==> config.mk <==
export PLATFORM = sky130hd
export DESIGN_NAME = dsss_spreader
export DESIGN_NICKNAME = d
export VERILOG_FILES = /design/src/rtl/dsss_pkg.sv /design/src/rtl/dsss_code_gen.sv /design/src/rtl/dsss_group_sel.sv /design/src/rtl/dsss_spreader.sv
export SDC_FILE = /design/constraint.sdc
export NUM_CORES = 1
export LEC_CHECK = 0
export ABC_AREA = 1
export BUFFER_PORTS_ARGS = -buffer_cell sky130_fd_sc_hd__buf_2
export CAP_MARGIN = 20
export CORE_MARGIN = 8
export CORE_UTILIZATION = 40
export CTS_CLUSTER_DIAMETER = 200
export DETAILED_ROUTE_END_ITERATION = 10
export PLACE_DENSITY = 0.67
export SETUP_SLACK_MARGIN = 0.05
export SYNTH_ARGS = -nofsm -noshare
export SYNTH_HDL_FRONTEND = slang
export SYNTH_SLANG_ARGS = --single-unit
==> constraint.sdc <==
create_clock -name clk -period 10.9 [get_ports clk]
set_clock_uncertainty 0.2 [all_clocks]
set_input_delay 2.18 -clock clk [delete_from_list [all_inputs] [get_ports clk]]
set_output_delay 2.18 -clock clk [all_outputs]
set_load 0.05 [all_outputs]
==> src/rtl/dsss_pkg.sv <==
package dsss_pkg;
  localparam int BYTE_W = 8;
  localparam int CODE_W = 16;
  localparam int CIDX_W = $clog2(CODE_W);

  typedef logic [CODE_W-1:0] code_t;

  // Chip sequence for one group value: rotate base right, then flip chips.
  function automatic code_t build_code(input code_t base, input logic len16,
                                       input logic bits4, input logic oqpsk,
                                       input logic [3:0] grp);
    logic [4:0]  step;
    logic [2:0]  idx;
    logic [4:0]  sh;
    logic        top;
    logic [31:0] dbl16;
    logic [15:0] dbl8;
    code_t       r;
    code_t       mask;
    step  = len16 ? (bits4 ? 5'd2 : 5'd8) : (bits4 ? 5'd1 : 5'd4);
    idx   = bits4 ? grp[2:0] : {2'b00, grp[0]};
    top   = bits4 ? grp[3] : grp[1];
    sh    = 5'(5'(idx) * step);
    dbl16 = {base, base} >> sh;
    dbl8  = {base[7:0], base[7:0]} >> sh;
    r     = len16 ? dbl16[15:0] : {8'h00, dbl8[7:0]};
    mask  = oqpsk ? 16'h5555 : 16'hFFFF;
    if (!len16) mask = {8'h00, mask[7:0]};
    return top ? (r ^ mask) : r;
  endfunction

  // Group value number gi of a byte, in sending order.
  function automatic logic [3:0] take_group(input logic [BYTE_W-1:0] b,
                                            input logic bits4,
                                            input logic msb_first,
                                            input logic [1:0] gi);
    logic [1:0] sel;
    if (bits4) begin
      return (gi[0] ^ msb_first) ? b[7:4] : b[3:0];
    end
    sel = msb_first ? ~gi : gi;
    return {2'b00, b[{sel, 1'b0} +: 2]};
  endfunction
endpackage

==> src/rtl/dsss_code_gen.sv <==
module dsss_code_gen
  import dsss_pkg::*;
(
  input  code_t      base,
  input  logic       len16,
  input  logic       bits4,
  input  logic       oqpsk,
  input  logic [3:0] grp,
  output code_t      code
);
  assign code = build_code(base, len16, bits4, oqpsk, grp);
endmodule

==> src/rtl/dsss_group_sel.sv <==
module dsss_group_sel
  import dsss_pkg::*;
(
  input  logic [BYTE_W-1:0] data_byte,
  input  logic              bits4,
  input  logic              msb_first,
  input  logic [1:0]        gi,
  output logic [3:0]        grp
);
  assign grp = take_group(data_byte, bits4, msb_first, gi);
endmodule

==> src/rtl/dsss_spreader.sv <==
module dsss_spreader
  import dsss_pkg::*;
#(
  parameter int PRE_W = 8
) (
  input  logic             clk,
  input  logic             rst_n,
  input  logic             chip_en,
  input  logic             start,
  input  logic [15:0]      cfg_base,
  input  logic             cfg_len16,
  input  logic             cfg_bits4,
  input  logic             cfg_msb_first,
  input  logic             cfg_oqpsk,
  input  logic [PRE_W-1:0] cfg_pre_bits,
  input  logic             in_valid,
  input  logic [7:0]       in_data,
  output logic             in_ready,
  output logic             chip_out,
  output logic             chip_valid
);
  logic              armed;
  logic              pre_active;
  logic              have;
  logic [PRE_W-1:0]  pre_left;
  logic [BYTE_W-1:0] byte_q;
  logic [1:0]        grp_idx;
  logic [CIDX_W-1:0] chip_idx;

  // Named internal events.
  logic              chip_last;
  logic              grp_last;
  logic              unit_end;
  logic              accept;
  logic              start_ok;
  logic [PRE_W-1:0]  pre_count;
  logic [3:0]        byte_grp;
  logic [3:0]        cur_grp;
  code_t             code_word;

  assign chip_last  = chip_idx == (cfg_len16 ? CIDX_W'(CODE_W - 1) : CIDX_W'(CODE_W / 2 - 1));
  assign grp_last   = cfg_bits4 ? (grp_idx == 2'd1) : (grp_idx == 2'd3);
  assign chip_valid = pre_active | have;
  assign unit_end   = chip_en & chip_valid & chip_last &
                      (pre_active ? (pre_left == PRE_W'(1)) : grp_last);
  assign in_ready   = unit_end | (armed & ~chip_valid);
  assign accept     = in_valid & in_ready;
  assign start_ok   = start & ~armed;
  assign pre_count  = cfg_bits4 ? (cfg_pre_bits >> 2) : (cfg_pre_bits >> 1);
  assign cur_grp    = pre_active ? 4'd0 : byte_grp;
  assign chip_out   = chip_valid & code_word[chip_idx];

  dsss_group_sel u_grp (
    .data_byte (byte_q),
    .bits4     (cfg_bits4),
    .msb_first (cfg_msb_first),
    .gi        (grp_idx),
    .grp       (byte_grp)
  );

  dsss_code_gen u_code (
    .base  (cfg_base),
    .len16 (cfg_len16),
    .bits4 (cfg_bits4),
    .oqpsk (cfg_oqpsk),
    .grp   (cur_grp),
    .code  (code_word)
  );

  always_ff @(posedge clk or negedge rst_n) begin
    if (!rst_n) begin
      armed      <= 1'b0;
      pre_active <= 1'b0;
      have       <= 1'b0;
      pre_left   <= '0;
      byte_q     <= '0;
      grp_idx    <= '0;
      chip_idx   <= '0;
    end else if (start_ok) begin
      armed      <= 1'b1;
      pre_left   <= pre_count;
      pre_active <= pre_count != '0;
      have       <= 1'b0;
      chip_idx   <= '0;
      grp_idx    <= '0;
    end else begin
      if (chip_en && chip_valid) begin
        if (chip_last) begin
          chip_idx <= '0;
          if (pre_active) begin
            pre_left <= pre_left - PRE_W'(1);
            if (pre_left == PRE_W'(1)) pre_active <= 1'b0;
          end else begin
            grp_idx <= grp_last ? 2'd0 : grp_idx + 2'd1;
            if (grp_last) have <= 1'b0;
          end
        end else begin
          chip_idx <= chip_idx + CIDX_W'(1);
        end
      end
      if (unit_end && !accept) armed <= 1'b0;
      if (accept) begin
        byte_q   <= in_data;
        have     <= 1'b1;
        grp_idx  <= '0;
        chip_idx <= '0;
      end
    end
  end

  AST_READY_AT_BOUNDARY: assert property (@(posedge clk) disable iff (!rst_n)
    (in_ready && chip_valid) |-> (chip_en && chip_last));
  AST_GAPLESS_HANDOVER: assert property (@(posedge clk) disable iff (!rst_n)
    (accept && chip_valid) |=> (chip_valid && chip_idx == '0));
  AST_HOLD_WITHOUT_EN: assert property (@(posedge clk) disable iff (!rst_n)
    (chip_valid && !chip_en) |=> (chip_valid && $stable(chip_out)));
  AST_QUIET_WHEN_CLOSED: assert property (@(posedge clk) disable iff (!rst_n)
    !armed |-> (!chip_valid && !in_ready));
  AST_START_IGNORED_BUSY: assert property (@(posedge clk) disable iff (!rst_n)
    (armed && start && !chip_en) |=> $stable(pre_left));
  AST_PREAMBLE_IS_BASE: assert property (@(posedge clk) disable iff (!rst_n)
    pre_active |-> (code_word == (cfg_len16 ? cfg_base : {8'h00, cfg_base[7:0]})));
endmodule

# After elaboration in Yosys (flattened, before gate mapping)
# Cells that the tools add are included.
[totals] register_bits=25 input_bits=41 word_cells=99
[classes] add_sub_neg=3 multipliers=1 n_lt_le_gt_ge=1 n_eq_ne=5 n_shift=3 muxes=48 n_bitwise=15 reduce_logical=16
[op_table] cell="2-to-1 mux 16 bit" n=4
[op_table] cell="2-to-1 mux 4 bit" n=10
[op_table] cell="2-to-1 mux 8 bit" n=4
[op_table] cell="right shift 32 x 5 -> 16 bit" n=1
[op_table] cell="2-to-1 mux 1 bit" n=18
[op_table] cell="right shift 16 x 5 -> 8 bit" n=1
[op_table] cell="bitwise XOR 16 bit" n=1
[op_table] cell="2-to-1 mux 2 bit" n=7
[op_table] cell="nonzero test 3 bit" n=3
[op_table] cell="== test 8 x 1 -> 1 bit, second input constant" n=1
[op_table] cell="nonzero test 2 bit" n=4
[op_table] cell="nonzero test 8 bit" n=1
[op_table] cell="variable part select 8 x 4 -> 2 bit" n=1
[op_table] cell="subtractor 8 x 1 -> 8 bit, second input constant" n=1
[op_table] cell="AND 1 bit" n=7
[op_table] cell="2-to-1 mux 7 bit" n=1
[op_table] cell="2-to-1 mux 3 bit" n=2
[op_table] cell="AND reduction 3 bit" n=2
[op_table] cell="less-than comparator 4 x 5 -> 1 bit, second input constant" n=1
[op_table] cell="multiplier 3 x 5 -> 5 bit" n=1
[op_table] cell="2-to-1 mux 5 bit" n=1
[op_table] cell="adder 4 x 1 -> 4 bit, second input constant" n=1
[op_table] cell="binary-select mux 1 bit (select 4 bit)" n=1
[op_table] cell="== test 4 bit" n=1
[op_table] cell="12 further kinds" n=17

# Logic depth before layout (Yosys ltp)
[depth] ltp_word=14 depth_mapped=31 depth_no_buf=29

# Modules after synthesis
# From an unflattened synthesis, not the netlist that was laid out.
[unflattened] hier_cells=654 hier_area_um2=3823.7
[modules_own_cells] module="dsss_code_gen" n_inst=1 cells_per_inst=386 area_each_um2=1925.6 seq_area_each_um2=0.0
[modules_own_cells] module="dsss_spreader" n_inst=1 cells_per_inst=232 area_each_um2=1727.9 seq_area_each_um2=625.6
[modules_own_cells] module="dsss_group_sel" n_inst=1 cells_per_inst=36 area_each_um2=170.2 seq_area_each_um2=0.0

# Worst setup path before layout
# No wires, ideal clock.
[synth_path] kind="input to output" startpoint="in cfg_bits4" endpoint="out chip_out" t_arrival_ns=6.095 required_ns=8.520 setup_slack_ns=2.425 stages=25 path_cell_list="clkbuf_1 nand2_2 buf_6 buf_6 nand2_1 o21bai_1 inv_1 nand3_1 fa_1 inv_1 ha_1 inv_1 fa_1 clkbuf_1 buf_1 nand3_1 nand3_1 nand2_1 nor2_1 nor2_1 nand2_1 nand3_1 nand3_1 nand2_1 nor2_1"
[synth_between] elab_chain_len=12
[synth_lines] item="from (decl)" line_no="dsss_spreader.sv:12" source="input logic cfg_bits4,"
[synth_lines] item="2-to-1 mux 1 bit" line_no="dsss_pkg.sv:38" source="if (bits4) begin"
[synth_lines] item="2-to-1 mux 4 bit" line_no="dsss_pkg.sv:41" source="sel = msb_first ? ~gi : gi;"
[synth_lines] item="2-to-1 mux 4 bit" line_no="dsss_spreader.sv:50" source="assign cur_grp = pre_active ? 4'd0 : byte_grp;"
[synth_lines] item="2-to-1 mux 3 bit" line_no="dsss_pkg.sv:21" source="idx = bits4 ? grp[2:0] : {2'b00, grp[0]};"
[synth_lines] item="multiplier 3 x 5 -> 5 bit" line_no="dsss_pkg.sv:23" source="sh = 5'(5'(idx) * step);"
[synth_lines] item="right shift 16 x 5 -> 8 bit / right shift 32 x 5 -> 16 bit (equally long branches)" line_no="dsss_pkg.sv:25, dsss_pkg.sv:24"
[synth_lines] item="2-to-1 mux 16 bit" line_no="dsss_pkg.sv:26" source="r = len16 ? dbl16[15:0] : {8'h00, dbl8[7:0]};"
[synth_lines] item="bitwise XOR 16 bit" line_no="dsss_pkg.sv:29" source="return top ? (r ^ mask) : r;"
[synth_lines] item="2-to-1 mux 16 bit (*)" line_no="dsss_pkg.sv:29"
[synth_lines] item="binary-select mux 1 bit (select 4 bit) (*)" line_no="dsss_spreader.sv:51" source="assign chip_out = chip_valid & code_word[chip_idx];"
[synth_lines] item="2-to-1 mux 1 bit (implied by the code) (*)" line_no="dsss_spreader.sv:51"
[synth_lines] item="AND 1 bit (*)" line_no="dsss_spreader.sv:51"
[synth_lines] item="to (decl)" line_no="dsss_spreader.sv:19" source="output logic chip_out,"
# Mark *: on every way between the ends. The rest lies on a longest branch, timed or not. The select of a mux whose other input is x is not followed.

# Worst setup path after layout
# Same ends and word-level chain as after synthesis.

==> qor.txt <==
largest family of logic cells by synthesized area -> simple AND/OR/NAND/NOR gates
Crit path largest cell delay -> 680 ps
synthesis warning total -> 0
worst slew margin relative to its limit -> 47.2%
port bufs -> 42
gr ovfl total -> 0
Top FF cell, synth -> dfrtp_1
HP Start -> armed$_DFFE_PN0P_
fraction of layout cells with a size suffix above 1 -> 12.9%
Leak Pwr -> 1.95 nW
number of different library cells in the post-synthesis netlist -> 49
Final Hold Violating Endpoints -> 0
Most common cell on crit path -> nand3_1
Skew-Pair Late Insertion Delay -> 270 ps
measured slew at the worst slew-check pin -> 791 ps
summed negative setup slack over all endpoints -> 0 ps
Die Y -> 109 µm
fill cell count -> 937
Synth area leader -> nand3_1
Diodes inserted -> 0
number of register bits inferred by synthesis -> 25
peak ir drop on the vdd network -> 0.101 mV
global-route wire length before repair -> 16,700 µm
pins over their slew limit -> 0
Die Area -> 11,800 µm²
RSZ-0062 raised after global routing -> false
share of synthesized registers carrying an async set or reset -> 100%
Cell Chain, Critical Path -> buf_2 > inv_1 > nor2_2 > nand4_1 > fa_1 > inv_1 > ha_1 > inv_1 > fa_1 > xnor2_1 > buf_4 > inv_1 > buf_4 > nor2_1 > nand3_1 > nand3_1 > nand3_1 > nand3_1 > nand3_1 > nand3_1 > a21oi_1 > nor2_1 > buf_2
part of the total power dissipated in the clock network -> 7.6%
synthesized netlist cell count -> 594
combinational group share of total power -> 69.9%
synthesized-area fraction occupied by ao, oa, aoi and oai cells -> 10.5%
sequential cell area fraction in the yosys report -> 18.2%
area share of the leading cell type in the synthesized netlist -> 20.5%
HPWL after DPL -> 7790 µm
sequential share of power -> 22.5%
number of buffers and inverters on the critical path -> 8
total nets after synthesis -> 643
final antenna-violating net count -> 0
count of TritonRoute iterations in the first routing pass -> 5
vias in the first global route -> 3,853
initial detailed-routing violation count -> 298
Initial Utilization -> 40.3%
total global-route track usage -> 16.7%
worst-case setup slack after placement -> 1640 ps
total clock buffers created by CTS -> 3
Internal -> 0.329 mW
crit share post-route -> 85.3%
Site Rows -> 34
kind of path behind the tightest hold check -> flip-flop to flip-flop
count of buffers added by post-CTS timing repair for setup -> 0
via count -> 4,048
net count of the finished layout -> 668
dominant delay contributor by cell family on the critical path -> simple AND/OR/NAND/NOR gates
detail-routed net length per standard cell -> 13.6 µm
standard cell with the maximum stage delay on the critical path -> nor2_2
fraction of power spent switching nets -> 55.7%
Root Buffer Master -> clkbuf_8
vias per std cell -> 5.58
clk sink count -> 25
area growth from synthesis to layout -> 8.32%
ports placed on the boundary -> 44
largest cells by area after synthesis -> nand3_1 20%, nand2_1 19%, dfrtp_1 18%
number of hold-repair buffers added at the cts stage -> 0
net switching power -> 0.412 mW
GP Congestion -> 0.894
Synth Area per Inst -> 5.80 µm²
post-synthesis share of cell area spent on xor and xnor gates -> 1.78%
startpoint kind of the worst setup timing path -> input pin
Resized Gates After CTS -> 0
total routed wirelength -> 9840 µm
x dimension of the die -> 109 µm
post-synthesis adder-cell area fraction -> 3.56%
critical setup path kind -> input pin to primary output
number of antenna violations at the first check in global routing -> 0
biggest fanout along the worst timing path -> 20
drc violations -> 0
Final Critical Period -> 9300 ps
sort of element at the end of the critical path -> primary output
TritonCTS clock tree -> yes
Placeable Area -> 8550 µm²
most frequent cells after synthesis -> 171 x nand2_1, 141 x nand3_1, 59 x inv_1, 36 x nor2_1, 28 x nand4_1
power per standard cell area -> 199 nW/µm²
Reg-to-Reg Start -> chip_idx[0]$_DFFE_PN0P_
Max Buffers Root-to-Sink -> 2
Hold Path Depth -> 2
area share of and/or/nand/nor cells after synthesis -> 53.9%
result of the run -> finished, final reports clean
Worst R2R End -> byte_q[5]$_DFFE_PN0P_
Max-Cap Viols -> 0
share of synthesized area spent on multiplexers -> 0.654%
number of enable-type register cells in the synthesized netlist -> 0
path depth of the worst reg2reg path -> 13
internal reg-to-reg setup slack -> 8000 ps
clock input transition at the sequential cells of the worst setup and hold paths -> 100 ps
largest net degree at the start of global routing -> 26
final-report setup violation count -> 0
deepest level of the CTS H-tree -> 1
data required time at the worst endpoint -> 8520 ps
CP arrival -> 6920 ps
most common cell in the synthesized netlist -> nand2_1
Hold Path Sink -> armed$_DFFE_PN0P_
Max Freq -> 108 MHz
netlist area before placement -> 3440 µm²
slack of the critical path -> 1600 ps
==> flip-flops by register name (all words and copies together), names as in the netlist <==
name	count
chip_idx	4
byte_q	8
pre_active	1
grp_idx	2
armed	1
have	1
pre_left	8
==> worst max path at each step <==
stage / end / cells past startpoint / from / slack [ps]
2_1_floorplan: chip_out / 25 / cfg_bits4 / 2420
3_3_place_gp: chip_out / 23 / cfg_bits4 / 1750
3_5_place_dp: chip_out / 23 / cfg_bits4 / 1640
4_1_cts: chip_out / 23 / cfg_bits4 / 1620
5_1_grt: chip_out / 24 / cfg_bits4 / 1240
6_report: chip_out / 23 / cfg_bits4 / 1600
==> logic make-up (layout without fill, tap and decap cells) <==
logic type / count (synthesis) / count (layout)
xor+xnor: 7 / 7
flops: 25 / 25
simple gates: 401 / 401
other cells: 1 / 1
fa+ha+maj: 8 / 8
compound gates: 57 / 57
buf+inv: 93 / 117
mux: 2 / 2
==> power by group through the flow <==
stage                     registers [mW]  logic, mW  clock network [mW]
final                              0.166      0.518              0.0562
after CTS                          0.166      0.515              0.0585
after detailed placement           0.168      0.513                   0
after floorplan                    0.154      0.423                   0
after global placement             0.166      0.506                   0
after global routing               0.172      0.590              0.0609
==> cell type report <==
class                   count  area [µm²]  share of cell area (%)
clock inverters             1        7.51                   0.201
flip-flops and latches     25         626                    16.8
inverters                  67         253                    6.77
clock buffers               3        41.3                    1.11
well taps                 108         135                    3.62
repair buffers             46         240                    6.44
multi-input cells         476        2430                    65.1
==> per-stage QoR <==
| step | hold WS (ps) | total power [mW] | area, µm² | util (%) | cells |
|---|---|---|---|---|---|
| 6_report | 308 | 0.741 | 3730 | 43.6 | 726 |
| 2_1_floorplan | 266 | 0.577 | 3440 | - | 594 |
| 4_1_cts | 310 | 0.740 | 3730 | 43.6 | 726 |
| 3_5_place_dp | 287 | 0.681 | 3680 | 43.1 | 722 |
| 3_3_place_gp | 280 | 0.672 | 3680 | 43.1 | 722 |
| 5_1_grt | 347 | 0.823 | 3730 | 43.6 | 726 |
==> layer usage <==
| metal | track usage [%] | wire length, µm |
|---|---|---|
| met5 | 0 | 0 |
| met3 | 1.30 | 490 |
| met1 | 21.5 | 4410 |
| met2 | 29.1 | 4750 |
| met4 | 5.28 | 189 |
==> cell usage in the layout (no fill, tap or decap), types with 6 or more instances in the layout <==
cell      synthesis  final
nand3_1         141    141
a21oi_1           9      9
dfrtp_1          25     25
xor2_1            6      6
nand4_1          28     28
nand2_2           9      9
nor2_1           36     36
o211ai_1          8      8
inv_1            59     59
o21ai_0          18     18
nand2_1         171    171
buf_2             1     42
==> worst register-to-register path: stages, from the launching register on <==
cell and delay, ps:
dfrtp_1 620, ha_1 240, nand2_2 70, nor4_2 190, inv_2 100, nor2_2 120, nand2_2 80, a21oi_2 130
o21a_1 180, nor2_1 70, o21ai_2 90, nand2_4 110, nor2_8 240, mux2_1 350
Power figures use the tool's default switching activity.
